**src/rtl/stk_pkg.sv**
```systemverilog
// Shared opcode encoding and control types for the stack datapath.
package stk_pkg;

    // Opcode codes; values are part of the block's interface.
    typedef enum logic [5:0] {
        OP_NOP    = 6'd0,
        OP_ADD    = 6'd1,
        OP_SUB    = 6'd2,
        OP_AND    = 6'd3,
        OP_OR     = 6'd4,
        OP_XOR    = 6'd5,
        OP_ADDC   = 6'd6,
        OP_SUBC   = 6'd7,
        OP_INC    = 6'd8,
        OP_DEC    = 6'd9,
        OP_SHL0   = 6'd10,
        OP_SHL1   = 6'd11,
        OP_SHR0   = 6'd12,
        OP_SHR1   = 6'd13,
        OP_SHRS   = 6'd14,
        OP_ROR    = 6'd15,
        OP_ROL    = 6'd16,
        OP_ZEQ    = 6'd17,
        OP_ZNE    = 6'd18,
        OP_MEQ    = 6'd19,
        OP_MNE    = 6'd20,
        OP_DROP   = 6'd21,
        OP_DUP    = 6'd22,
        OP_NIP    = 6'd23,
        OP_OVER   = 6'd24,
        OP_LIT    = 6'd25,
        OP_SWAP   = 6'd26,
        OP_TOR    = 6'd27,
        OP_RFROM  = 6'd28,
        OP_RFETCH = 6'd29
    } stk_op_e;

    // Source of the next T value.
    typedef enum logic [2:0] {
        T_KEEP, T_ALU, T_FROM_N, T_FROM_LIT, T_FROM_R
    } t_sel_e;

    // Source of the next N value.
    typedef enum logic [1:0] {
        N_KEEP, N_FROM_T, N_FROM_MEM
    } n_sel_e;

    // Source of the next R value.
    typedef enum logic [1:0] {
        R_KEEP, R_FROM_T, R_FROM_MEM
    } r_sel_e;

    // Decoded control word for one cycle.
    typedef struct packed {
        t_sel_e t_sel;
        n_sel_e n_sel;
        r_sel_e r_sel;
        logic   ds_push;
        logic   ds_pop;
        logic   rs_push;
        logic   rs_pop;
    } stk_ctrl_t;

endpackage

```
**src/rtl/stk_alu.sv**
```systemverilog
// stk_alu: combinational value unit. From the start-of-cycle T and N it
// computes the new T for arithmetic, carry, logic, shift, rotate and flag
// operations. Assumes W >= 2. Codes that are not value operations give zero;
// the controller never selects the result for them.
module stk_alu
    import stk_pkg::*;
#(
    parameter int W = 8
) (
    input  stk_op_e        op,
    input  logic [W-1:0]   t,
    input  logic [W-1:0]   n,
    output logic [W-1:0]   res
);
    localparam logic [W-1:0] ALL1 = {W{1'b1}};
    localparam logic [W-1:0] ONE  = W'(1);

    logic [W:0] sum_x;
    logic       borrow;

    // Extended sum for the carry op; borrow is an unsigned compare.
    always_comb begin
        sum_x  = {1'b0, n} + {1'b0, t};
        borrow = (n < t);
    end

    // Result selection by opcode.
    always_comb begin
        unique case (op)
            OP_ADD:  res = n + t;
            OP_SUB:  res = n - t;
            OP_AND:  res = n & t;
            OP_OR:   res = n | t;
            OP_XOR:  res = n ^ t;
            OP_ADDC: res = sum_x[W] ? ONE : '0;
            OP_SUBC: res = borrow ? ONE : '0;
            OP_INC:  res = t + ONE;
            OP_DEC:  res = t - ONE;
            OP_SHL0: res = {t[W-2:0], 1'b0};
            OP_SHL1: res = {t[W-2:0], 1'b1};
            OP_SHR0: res = {1'b0, t[W-1:1]};
            OP_SHR1: res = {1'b1, t[W-1:1]};
            OP_SHRS: res = {t[W-1], t[W-1:1]};
            OP_ROR:  res = {t[0], t[W-1:1]};
            OP_ROL:  res = {t[W-2:0], t[W-1]};
            OP_ZEQ:  res = (t == '0)   ? ALL1 : '0;
            OP_ZNE:  res = (t != '0)   ? ALL1 : '0;
            OP_MEQ:  res = (t == ALL1) ? ALL1 : '0;
            OP_MNE:  res = (t != ALL1) ? ALL1 : '0;
            default: res = '0;
        endcase
    end
endmodule

```
**src/rtl/stk_ctrl.sv**
```systemverilog
// stk_ctrl: maps an opcode onto register-source selects and stack push/pop
// strobes. Purely combinational. Assumes at most one push or one pop per
// stack per cycle; unknown codes decode to "hold everything".
module stk_ctrl
    import stk_pkg::*;
(
    input  stk_op_e    op,
    output stk_ctrl_t  ctl
);
    // Decode table.
    always_comb begin
        ctl = '{t_sel: T_KEEP, n_sel: N_KEEP, r_sel: R_KEEP,
                ds_push: 1'b0, ds_pop: 1'b0, rs_push: 1'b0, rs_pop: 1'b0};
        unique case (op)
            OP_ADD, OP_SUB, OP_AND, OP_OR, OP_XOR: begin
                ctl.t_sel  = T_ALU;
                ctl.n_sel  = N_FROM_MEM;
                ctl.ds_pop = 1'b1;
            end
            OP_ADDC, OP_SUBC: begin
                ctl.t_sel   = T_ALU;
                ctl.n_sel   = N_FROM_T;
                ctl.ds_push = 1'b1;
            end
            OP_INC, OP_DEC, OP_SHL0, OP_SHL1, OP_SHR0, OP_SHR1, OP_SHRS,
            OP_ROR, OP_ROL, OP_ZEQ, OP_ZNE, OP_MEQ, OP_MNE: begin
                ctl.t_sel = T_ALU;
            end
            OP_DROP: begin
                ctl.t_sel  = T_FROM_N;
                ctl.n_sel  = N_FROM_MEM;
                ctl.ds_pop = 1'b1;
            end
            OP_DUP: begin
                ctl.n_sel   = N_FROM_T;
                ctl.ds_push = 1'b1;
            end
            OP_NIP: begin
                ctl.n_sel  = N_FROM_MEM;
                ctl.ds_pop = 1'b1;
            end
            OP_OVER: begin
                ctl.t_sel   = T_FROM_N;
                ctl.n_sel   = N_FROM_T;
                ctl.ds_push = 1'b1;
            end
            OP_LIT: begin
                ctl.t_sel   = T_FROM_LIT;
                ctl.n_sel   = N_FROM_T;
                ctl.ds_push = 1'b1;
            end
            OP_SWAP: begin
                ctl.t_sel = T_FROM_N;
                ctl.n_sel = N_FROM_T;
            end
            OP_TOR: begin
                ctl.t_sel   = T_FROM_N;
                ctl.n_sel   = N_FROM_MEM;
                ctl.ds_pop  = 1'b1;
                ctl.r_sel   = R_FROM_T;
                ctl.rs_push = 1'b1;
            end
            OP_RFROM: begin
                ctl.t_sel   = T_FROM_R;
                ctl.n_sel   = N_FROM_T;
                ctl.ds_push = 1'b1;
                ctl.r_sel   = R_FROM_MEM;
                ctl.rs_pop  = 1'b1;
            end
            OP_RFETCH: begin
                ctl.t_sel   = T_FROM_R;
                ctl.n_sel   = N_FROM_T;
                ctl.ds_push = 1'b1;
            end
            default: ;
        endcase
    end
endmodule

```
**src/rtl/stk_lifo.sv**
```systemverilog
// stk_lifo: circular stack memory below a register-held top entry.
// ptr names the next free slot and the top entry sits at ptr-1. fill counts
// the valid entries and saturates at DEPTH and at 0. A push when full or a
// pop when empty still moves ptr (wrapping) and sets a sticky flag.
// Assumes DEPTH is a power of two >= 2 and push/pop are never both high.
module stk_lifo #(
    parameter int DEPTH = 32,
    parameter int W     = 8
) (
    input  logic                       clk,
    input  logic                       rst_n,
    input  logic                       push,
    input  logic                       pop,
    input  logic [W-1:0]               din,
    output logic [W-1:0]               dout,
    output logic [$clog2(DEPTH):0]     fill,
    output logic                       ovf,
    output logic                       unf
);
    localparam int AW = $clog2(DEPTH);
    localparam int FW = AW + 1;
    localparam logic [FW-1:0] FULL = FW'(DEPTH);

    logic [W-1:0]  mem [DEPTH];
    logic [AW-1:0] ptr;

    // Top entry read, combinational.
    assign dout = mem[ptr - AW'(1)];

    // Storage: cleared on reset, written at ptr on push.
    always_ff @(posedge clk) begin
        if (!rst_n) begin
            for (int i = 0; i < DEPTH; i++) mem[i] <= '0;
        end else if (push) begin
            mem[ptr] <= din;
        end
    end

    // Pointer, saturating fill and sticky error flags.
    always_ff @(posedge clk) begin
        if (!rst_n) begin
            ptr  <= '0;
            fill <= '0;
            ovf  <= 1'b0;
            unf  <= 1'b0;
        end else if (push) begin
            ptr <= ptr + AW'(1);
            if (fill == FULL) ovf <= 1'b1;
            else              fill <= fill + FW'(1);
        end else if (pop) begin
            ptr <= ptr - AW'(1);
            if (fill == '0) unf <= 1'b1;
            else            fill <= fill - FW'(1);
        end
    end


    ovf_set_chk: assert property (@(posedge clk) disable iff (!rst_n)
        (push && fill == FULL) |=> (ovf && fill == FULL));


    unf_set_chk: assert property (@(posedge clk) disable iff (!rst_n)
        (pop && !push && fill == '0) |=> (unf && fill == '0));


    ovf_sticky_chk: assert property (@(posedge clk) disable iff (!rst_n)
        ovf |=> ovf);


    unf_sticky_chk: assert property (@(posedge clk) disable iff (!rst_n)
        unf |=> unf);


    fill_up_chk: assert property (@(posedge clk) disable iff (!rst_n)
        (push && fill != FULL) |=> (fill == $past(fill) + FW'(1)));


    idle_hold_chk: assert property (@(posedge clk) disable iff (!rst_n)
        (!push && !pop) |=> ($stable(fill) && $stable(dout)));


    fill_range_chk: assert property (@(posedge clk) disable iff (!rst_n)
        fill <= FULL);
endmodule

```
**src/rtl/stk_datapath.sv**
```systemverilog
// stk_datapath: single-cycle execute stage of a byte-wide stack machine.
// T and N are registers over a data stack memory; R is a register over a
// return stack memory. Each edge applies the opcode on `op`, using only the
// start-of-cycle T, N and R. Assumes depths are powers of two >= 2.
module stk_datapath
    import stk_pkg::*;
#(
    parameter int W        = 8,
    parameter int DS_DEPTH = 32,
    parameter int RS_DEPTH = 32
) (
    input  logic                        clk,
    input  logic                        rst_n,
    input  logic [5:0]                  op,
    input  logic [W-1:0]                lit,
    output logic [W-1:0]                tos,
    output logic [W-1:0]                nos,
    output logic [W-1:0]                rtop,
    output logic [$clog2(DS_DEPTH):0]   ds_fill,
    output logic [$clog2(RS_DEPTH):0]   rs_fill,
    output logic                        ds_ovf,
    output logic                        ds_unf,
    output logic                        rs_ovf,
    output logic                        rs_unf
);
    stk_op_e      op_e;
    stk_ctrl_t    ctl;
    logic [W-1:0] t_q, n_q, r_q;
    logic [W-1:0] t_d, n_d, r_d;
    logic [W-1:0] alu_res, ds_top, rs_top;

    assign op_e = stk_op_e'(op);

    stk_ctrl u_ctrl (
        .op  (op_e),
        .ctl (ctl)
    );

    stk_alu #(.W(W)) u_alu (
        .op  (op_e),
        .t   (t_q),
        .n   (n_q),
        .res (alu_res)
    );

    stk_lifo #(.DEPTH(DS_DEPTH), .W(W)) u_dstack (
        .clk   (clk),
        .rst_n (rst_n),
        .push  (ctl.ds_push),
        .pop   (ctl.ds_pop),
        .din   (n_q),
        .dout  (ds_top),
        .fill  (ds_fill),
        .ovf   (ds_ovf),
        .unf   (ds_unf)
    );

    stk_lifo #(.DEPTH(RS_DEPTH), .W(W)) u_rstack (
        .clk   (clk),
        .rst_n (rst_n),
        .push  (ctl.rs_push),
        .pop   (ctl.rs_pop),
        .din   (r_q),
        .dout  (rs_top),
        .fill  (rs_fill),
        .ovf   (rs_ovf),
        .unf   (rs_unf)
    );

    // Next-state selection for T, N and R.
    always_comb begin
        unique case (ctl.t_sel)
            T_ALU:      t_d = alu_res;
            T_FROM_N:   t_d = n_q;
            T_FROM_LIT: t_d = lit;
            T_FROM_R:   t_d = r_q;
            default:    t_d = t_q;
        endcase
        unique case (ctl.n_sel)
            N_FROM_T:   n_d = t_q;
            N_FROM_MEM: n_d = ds_top;
            default:    n_d = n_q;
        endcase
        unique case (ctl.r_sel)
            R_FROM_T:   r_d = t_q;
            R_FROM_MEM: r_d = rs_top;
            default:    r_d = r_q;
        endcase
    end

    // Stack top registers.
    always_ff @(posedge clk) begin
        if (!rst_n) begin
            t_q <= '0;
            n_q <= '0;
            r_q <= '0;
        end else begin
            t_q <= t_d;
            n_q <= n_d;
            r_q <= r_d;
        end
    end

    assign tos  = t_q;
    assign nos  = n_q;
    assign rtop = r_q;


    nop_hold_chk: assert property (@(posedge clk) disable iff (!rst_n)
        (op_e == OP_NOP) |=> ($stable(tos) && $stable(nos) && $stable(rtop)
                              && $stable(ds_fill) && $stable(rs_fill)));


    swap_chk: assert property (@(posedge clk) disable iff (!rst_n)
        (op_e == OP_SWAP) |=> (tos == $past(nos) && nos == $past(tos)
                               && $stable(ds_fill)));


    inc_chk: assert property (@(posedge clk) disable iff (!rst_n)
        (op_e == OP_INC) |=> (tos == $past(tos) + W'(1) && $stable(nos)));


    lit_push_chk: assert property (@(posedge clk) disable iff (!rst_n)
        (op_e == OP_LIT) |=> (tos == $past(lit) && nos == $past(tos)));


    tor_chk: assert property (@(posedge clk) disable iff (!rst_n)
        (op_e == OP_TOR) |=> (rtop == $past(tos) && tos == $past(nos)));


    rfetch_chk: assert property (@(posedge clk) disable iff (!rst_n)
        (op_e == OP_RFETCH) |=> (tos == $past(rtop) && $stable(rtop)
                                 && $stable(rs_fill)));
endmodule

```
**config.mk**
```make
export PLATFORM = sky130hd
export DESIGN_NAME = stk_datapath
export DESIGN_NICKNAME = d
export VERILOG_FILES = /design/src/rtl/stk_pkg.sv /design/src/rtl/stk_alu.sv /design/src/rtl/stk_ctrl.sv /design/src/rtl/stk_lifo.sv /design/src/rtl/stk_datapath.sv
export SDC_FILE = /design/constraint.sdc
export NUM_CORES = 1
export LEC_CHECK = 0
export BUFFER_PORTS_ARGS = -buffer_cell sky130_fd_sc_hd__buf_4
export CAP_MARGIN = 20
export CORE_AREA = 10 10 351 183
export DETAILED_ROUTE_END_ITERATION = 6
export DIE_AREA = 0 0 361 193
export PLACE_DENSITY = 0.66
export SYNTH_ARGS = -nofsm -noshare
export SYNTH_HDL_FRONTEND = slang
export SYNTH_HIERARCHICAL = 1
export SYNTH_SLANG_ARGS = --single-unit
```
**constraint.sdc**
```tcl
create_clock -name clk -period 4.6 [get_ports clk]
set_input_delay 0.46 -clock clk [delete_from_list [all_inputs] [get_ports clk]]
set_output_delay 0.46 -clock clk [all_outputs]
set_load 0.03 [all_outputs]
```
==> results of run 1 <==
[cell type report]
cell class	count	area, sq um
multi-input cells	1434	11700
clock buffers	60	1350
flip-flops and latches	562	16400
clock inverters	36	330
well taps	780	976
inverters	36	135
fillers	4748	26300
repair buffers	161	1230
[flip-flops by register name, summed over array words and instances (netlist names)]
signal	cells
u_rstack/mem	256
rtop	8
nos	8
u_dstack/unf	1
u_rstack/unf	1
u_rstack/ptr	5
u_dstack/mem	256
u_dstack/ptr	5
u_rstack/ovf	1
u_dstack/ovf	1
u_dstack/fill	6
tos	8
u_rstack/fill	6
[cells in the final DEF (no fill, tap or decap), types with 48 or more instances in the layout]
cell type / synthesis / final
and2_1: 533 / 533
buf_4: 18 / 152
clkbuf_16: 0 / 53
dfxtp_1: 50 / 48
edfxtp_1: 512 / 512
ha_1: 53 / 51
mux2i_1: 75 / 75
mux4_2: 128 / 128
nand2_1: 72 / 72
nor2_1: 118 / 118
o21ai_0: 117 / 117
[worst paths after layout]
check / endpoint / startpoint / slack [ns]
setup / recovery: tos[7]$_SDFFE_PN0P_ / nos[0]$_SDFFE_PN0P_ / 1.06
hold / removal: tos[2]$_SDFFE_PN0P_ / lit[2] / 0.30
setup reg to reg: tos[7]$_SDFFE_PN0P_ / nos[0]$_SDFFE_PN0P_ / 1.06
hold reg to reg: u_dstack/unf$_SDFFE_PN0P_ / u_dstack/unf$_SDFFE_PN0P_ / 0.48
[power breakdown]
| group | internal (mW) | leakage, nW | total, mW | switching, mW |
|---|---|---|---|---|
| sequential | 5.72 | 5.69 | 5.82 | 0.101 |
| combinational | 0.604 | 5.15 | 1.50 | 0.900 |
| clock | 2.40 | 0.815 | 4.36 | 1.96 |
| total | 8.73 | 11.7 | 11.7 | 2.96 |
[Yosys cell counts (10+ instances only)]
master,instances,area share
and2_1,533,0.12
edfxtp_1,512,0.53
mux4_2,128,0.10
nor2_1,118,0.015
o21ai_0,117,0.020
clkbuf_1,88,0.011
mux2i_1,75,0.026
nand2_1,72,0.0094
ha_1,53,0.023
dfxtp_1,50,0.035
inv_1,35,0.0045
a21oi_1,30,0.0052
buf_2,27,0.0047
a32o_1,24,0.0083
xnor2_1,22,0.0067
nand3_1,20,0.0035
a221oi_1,18,0.0055
buf_4,18,0.0047
o21a_1,16,0.0042
nor3_1,14,0.0024
a211oi_1,11,0.0029
nor2b_1,11,0.0024
nor3b_1,11,0.0029
nand3b_1,10,0.0026
[per-layer routing]
metal | track usage | wire [um] | part of all wire | up-vias
met3 | 0.0752 | 10800 | 0.14 | 85
met2 | 0.283 | 29900 | 0.38 | 1031
met4 | 0.0385 | 1150 | 0.015 | 2
li1 | - | - | - | 8216
met1 | 0.360 | 37200 | 0.47 | 9380
met5 | 0.00743 | 71 | 0.00090 | -
[cell families (layout without fill, tap and decap cells)]
group,count (synthesis),in the layout
buf+inv,182,293
fa+ha+maj,57,57
xor+xnor,30,30
flops,562,562
compound gates,276,276
simple gates,867,867
mux,204,204
[critical path: cells and delay by family, from the launching register on]
kind	cells	cell delay [ns]
adders and majority gates	2	0.60
xor gates and xnor gates	2	0.37
and+or+nand+nor	2	0.54
DFF	1	0.57
buffers and inverters	1	0.20
AOI/OAI and AO/OA	7	1.16
==> impl_metrics.env, run 1 <==
export IMPL_vias_per_cell=6.10
export IMPL_place_hpwl_mm=55.0
export IMPL_final_core_util=0.550
export IMPL_syn_avg_cell_area_sq_um=13.3
export IMPL_synth_fa_ha_area_frac=0.0257
export IMPL_fin_crit_sh=0.769
export IMPL_whs_path_depth=4
export IMPL_status="finished clean"
export IMPL_synth_edf_count=512
export IMPL_p_per_area_nw_per_um2=364
export IMPL_areaGrowthSynthToFinish_pct=11.2
export IMPL_overflow=0
export IMPL_grt_pass1_vias=17700
export IMPL_ctsResizeCount=0
export IMPL_cts_buffers=52
export IMPL_path_clk_slew_ns=0.07
export IMPL_cts_path_max_buffers=3
export IMPL_synthXorXnorAreaFrac=0.0101
export IMPL_synth_warnings=6
export IMPL_finalSetupViolCount=0
export IMPL_wl_per_cell_um=25.8
export IMPL_rsz0062_at_grt="no"
export IMPL_reg2reg_depth=14
export IMPL_cts_tree="built"
export IMPL_boundaryPins=56
export IMPL_ys_seq_area_frac=0.567
export IMPL_cts_max_level=2
export IMPL_coreArea_sq_um=58400
export IMPL_synth_top_family_by_area="simple AND/OR/NAND/NOR gates"
export IMPL_syn_inst=2178
export IMPL_yosys_area_share_simple=0.175
export IMPL_cp_common_cell="o21ai_0"
export IMPL_grt_pass1_wl_mm=117
export IMPL_fp_row_count=63
export IMPL_clock_sinks=562
export IMPL_muxShareOfSynthArea=0.127
export IMPL_finalMaxSlewViolations=0
export IMPL_crit_chain="inv_1, ha_1, xnor2_1, o21ai_0, ha_1, o21ai_0, a21oi_1, or4_1, a31o_2, xnor3_1, o211ai_2, nor2_1, o21ai_0, a32o_1"
export IMPL_dpl_cell_count=2967
export IMPL_worst_clock_skew_ns=0.0248
export IMPL_critPathMaxFanout=11
export IMPL_ys_seq_elements=562
export IMPL_synth_cell_types=85
export IMPL_gr_usage_all_layers=0.223
export IMPL_place_congestion=0.936
export IMPL_start_util=0.495
export IMPL_io_buffers=55
export IMPL_clk_latency_ns=0.61
export IMPL_drive_gt1_frac=0.180
export IMPL_cpPeakStageDelay_ns=0.57
export IMPL_crit_type="reg2reg"
export IMPL_p_leak_nw=11.7
export IMPL_synth_main_ff_cell="edfxtp_1"
export IMPL_drtIter0Drc=2862
export IMPL_hold_class="in2reg"
export IMPL_fmax_mhz=283
export IMPL_period_minus_slack_ns=3.54
export IMPL_postCtsHoldBufs=0
export IMPL_ys_async_sr_fraction=0
export IMPL_worstMarginPinSlew_ns=1.23
export IMPL_ctsRootBufferMaster="clkbuf_16"
export IMPL_setup_ws_ns=1.06
export IMPL_worstPathRequired_ns=5.10
export IMPL_die_area_sq_um=69700
export IMPL_vdd_drop_max_mv=0.275
export IMPL_synth_compound_area_frac=0.0672
export IMPL_fin_cells=3069
export IMPL_syn_area_sq_um=28900
export IMPL_cap_violations=0
export IMPL_die_y_um=193
export IMPL_tns_ns=0
export IMPL_hold_slack_ns=0.302
export IMPL_cts_setup_buffers=0
export IMPL_critPathSlowestCell="dfxtp_1"
export IMPL_grt_antenna_before_repair=2
export IMPL_crit_path_start_kind="flop"
export IMPL_synth_fp_nets=2251
export IMPL_design_area_sq_um=32100
export IMPL_final_nets=2320
export IMPL_grt_max_degree=77
export IMPL_postRouteAntennaNets=0
export IMPL_first_pass_iters=6
export IMPL_remaining_drc_errors=0
export IMPL_relSlewSlack=0.175
export IMPL_num_antenna_cells=0
export IMPL_end_kind="flop"
export IMPL_hold_violations=0
export IMPL_place_area_sq_um=30400
export IMPL_p_total_mw=11.7
export IMPL_routed_wl_mm=79.0
export IMPL_dpl_worst_slack_ns=1.02
export IMPL_die_w_um=361
export IMPL_worstPathArrival_ns=4.04
export IMPL_routed_via_count=18700
Power figures use the tool's default switching activity.
==> run 2: changes to the inputs <==
==> constraint.sdc (replaced) <==
create_clock -name clk -period 3.5 [get_ports clk]
set_input_delay 0.35 -clock clk [delete_from_list [all_inputs] [get_ports clk]]
set_output_delay 0.35 -clock clk [all_outputs]
set_load 0.03 [all_outputs]
==> impl_metrics.env, run 2 (synthesis results as in run 1) <==
export IMPL_final_core_util=0.558
export IMPL_first_pass_iters=6
export IMPL_crit_type="reg2reg"
export IMPL_nFillCells=4689
export IMPL_coreArea_sq_um=58400
export IMPL_finalSetupViolCount=0
export IMPL_gr_usage_all_layers=0.224
export IMPL_period_minus_slack_ns=3.18
export IMPL_grt_max_degree=74
export IMPL_place_congestion=0.966
export IMPL_worst_clock_skew_ns=0.0230
export IMPL_postCtsHoldBufs=0
export IMPL_start_util=0.495
export IMPL_worstPathArrival_ns=3.69
export IMPL_critPathSlowestCell="dfxtp_1"
export IMPL_final_nets=2357
export IMPL_hold_violations=0
export IMPL_worstPathRequired_ns=4.01
export IMPL_critPathMaxFanout=5
export IMPL_ctsResizeCount=0
export IMPL_cts_max_level=2
export IMPL_cts_setup_buffers=0
export IMPL_drive_gt1_frac=0.198
export IMPL_boundaryPins=56
export IMPL_path_delay_family="compound AO/OA/AOI/OAI gates"
export IMPL_rsz0062_at_grt="no"
export IMPL_hold_slack_ns=0.173
export IMPL_cap_violations=0
export IMPL_drtIter0Drc=2859
export IMPL_worstMarginPinSlew_ns=0.889
export IMPL_die_w_um=361
export IMPL_clock_sinks=562
export IMPL_hold_class="in2reg"
export IMPL_cts_path_max_buffers=3
export IMPL_place_hpwl_mm=55.0
export IMPL_clk_latency_ns=0.61
export IMPL_postRouteAntennaNets=0
export IMPL_routed_via_count=18900
export IMPL_crit_path_start_kind="flop"
export IMPL_cts_tree="built"
export IMPL_status="finished clean"
export IMPL_p_per_area_nw_per_um2=488
export IMPL_final_common_cell="and2_1"
export IMPL_grt_antenna_before_repair=3
export IMPL_finalMaxSlewViolations=0
export IMPL_fp_row_count=63
export IMPL_num_antenna_cells=0
export IMPL_overflow=0
export IMPL_reg_largest_list="u_dstack/mem (256), u_rstack/mem (256)"
export IMPL_remaining_drc_errors=0
export IMPL_wl_per_cell_um=25.4
export IMPL_cpPeakStageDelay_ns=0.43
export IMPL_areaGrowthSynthToFinish_pct=12.8
export IMPL_p_leak_nw=11.9
export IMPL_crit_chain="inv_1, ha_1, xnor2_1, o21ai_0, ha_1, o21ai_0, a21oi_1, or4_1, a31o_2, xnor3_1, o211ai_2, o21a_1, a32o_1"
export IMPL_crit_buf_inv=1
export IMPL_end_kind="flop"
export IMPL_cts_buffers=52
export IMPL_path_clk_slew_ns=0.08
export IMPL_dpl_cell_count=3009
export IMPL_fin_cells=3108
export IMPL_die_area_sq_um=69700
export IMPL_tns_ns=0
export IMPL_fin_crit_sh=0.908
export IMPL_routed_wl_mm=78.9
export IMPL_fmax_mhz=315
export IMPL_relSlewSlack=0.407
export IMPL_mostFrequentLayoutCells="533 x and2_1, 512 x edfxtp_1, 194 x buf_4"
export IMPL_grt_pass1_wl_mm=118
export IMPL_grt_pass1_vias=17900
export IMPL_ctsRootBufferMaster="clkbuf_16"
export IMPL_vdd_drop_max_mv=0.339
export IMPL_io_buffers=55
export IMPL_vias_per_cell=6.08
export IMPL_die_y_um=193
-- run 2: cell count changes in the layout (fill, tap and decap cells not counted), moves of 3 or more --
cell       change
inv_6          +3
buf_2          -3
clkbuf_4       -3
clkbuf_8       +3
clkinv_1      -13
buf_4         +42
bufinv_16      +5
-- run 2: per-stage QoR --
stage,power (mW),setup slack (ns),area (sq um)
floorplan,9.04,0.236,28900
global placement,9.74,0.102,30700
detailed placement,9.77,0.159,30700
CTS,16.0,0.387,32600
global route,16.4,0.155,32600
finish,15.9,0.324,32600
-- run 2: power breakdown --
| group | switching, mW | internal (mW) |
|---|---|---|
| clock network | 2.66 | 3.58 |
| logic | 1.22 | 0.824 |
| registers | 0.112 | 7.52 |
-- run 2: worst paths after layout --
path,from,end,slack [ns],depth (start not counted)
worst max-delay path,nos[1]$_SDFFE_PN0P_,tos[7]$_SDFFE_PN0P_,0.32,13
worst min-delay path,lit[7],tos[7]$_SDFFE_PN0P_,0.17,4
worst max register to register,nos[1]$_SDFFE_PN0P_,tos[7]$_SDFFE_PN0P_,0.32,13
worst min register to register,u_rstack/unf$_SDFFE_PN0P_,u_rstack/unf$_SDFFE_PN0P_,0.48,1
-- run 2: cell type report --
| type | instances | area [sq um] | area share |
|---|---|---|---|
| clock inverter | 34 | 482 | 0.0148 |
| multi-input combinational | 1434 | 11700 | 0.359 |
| sequential | 562 | 16400 | 0.503 |
| inverter | 36 | 135 | 0.00414 |
| clock buffer | 64 | 1380 | 0.0422 |
| tap | 780 | 976 | 0.0299 |
| timing repair buffer | 198 | 1530 | 0.0470 |
-- run 2: metal layers --
layer,global-route usage,wire length (um)
met4,0.0369,1080
met5,0,0
met1,0.372,37600
met2,0.287,30300
met3,0.0543,9840
-- run 2: worst reg2reg max path, stage by stage (launching register included) --
cell	delay, ns
dfxtp_1	0.43
inv_1	0.13
ha_1	0.24
xnor2_1	0.13
o21ai_0	0.16
ha_1	0.28
o21ai_0	0.21
a21oi_1	0.10
or4_1	0.41
a31o_2	0.26
xnor3_1	0.21
o211ai_2	0.08
o21a_1	0.20
a32o_1	0.24
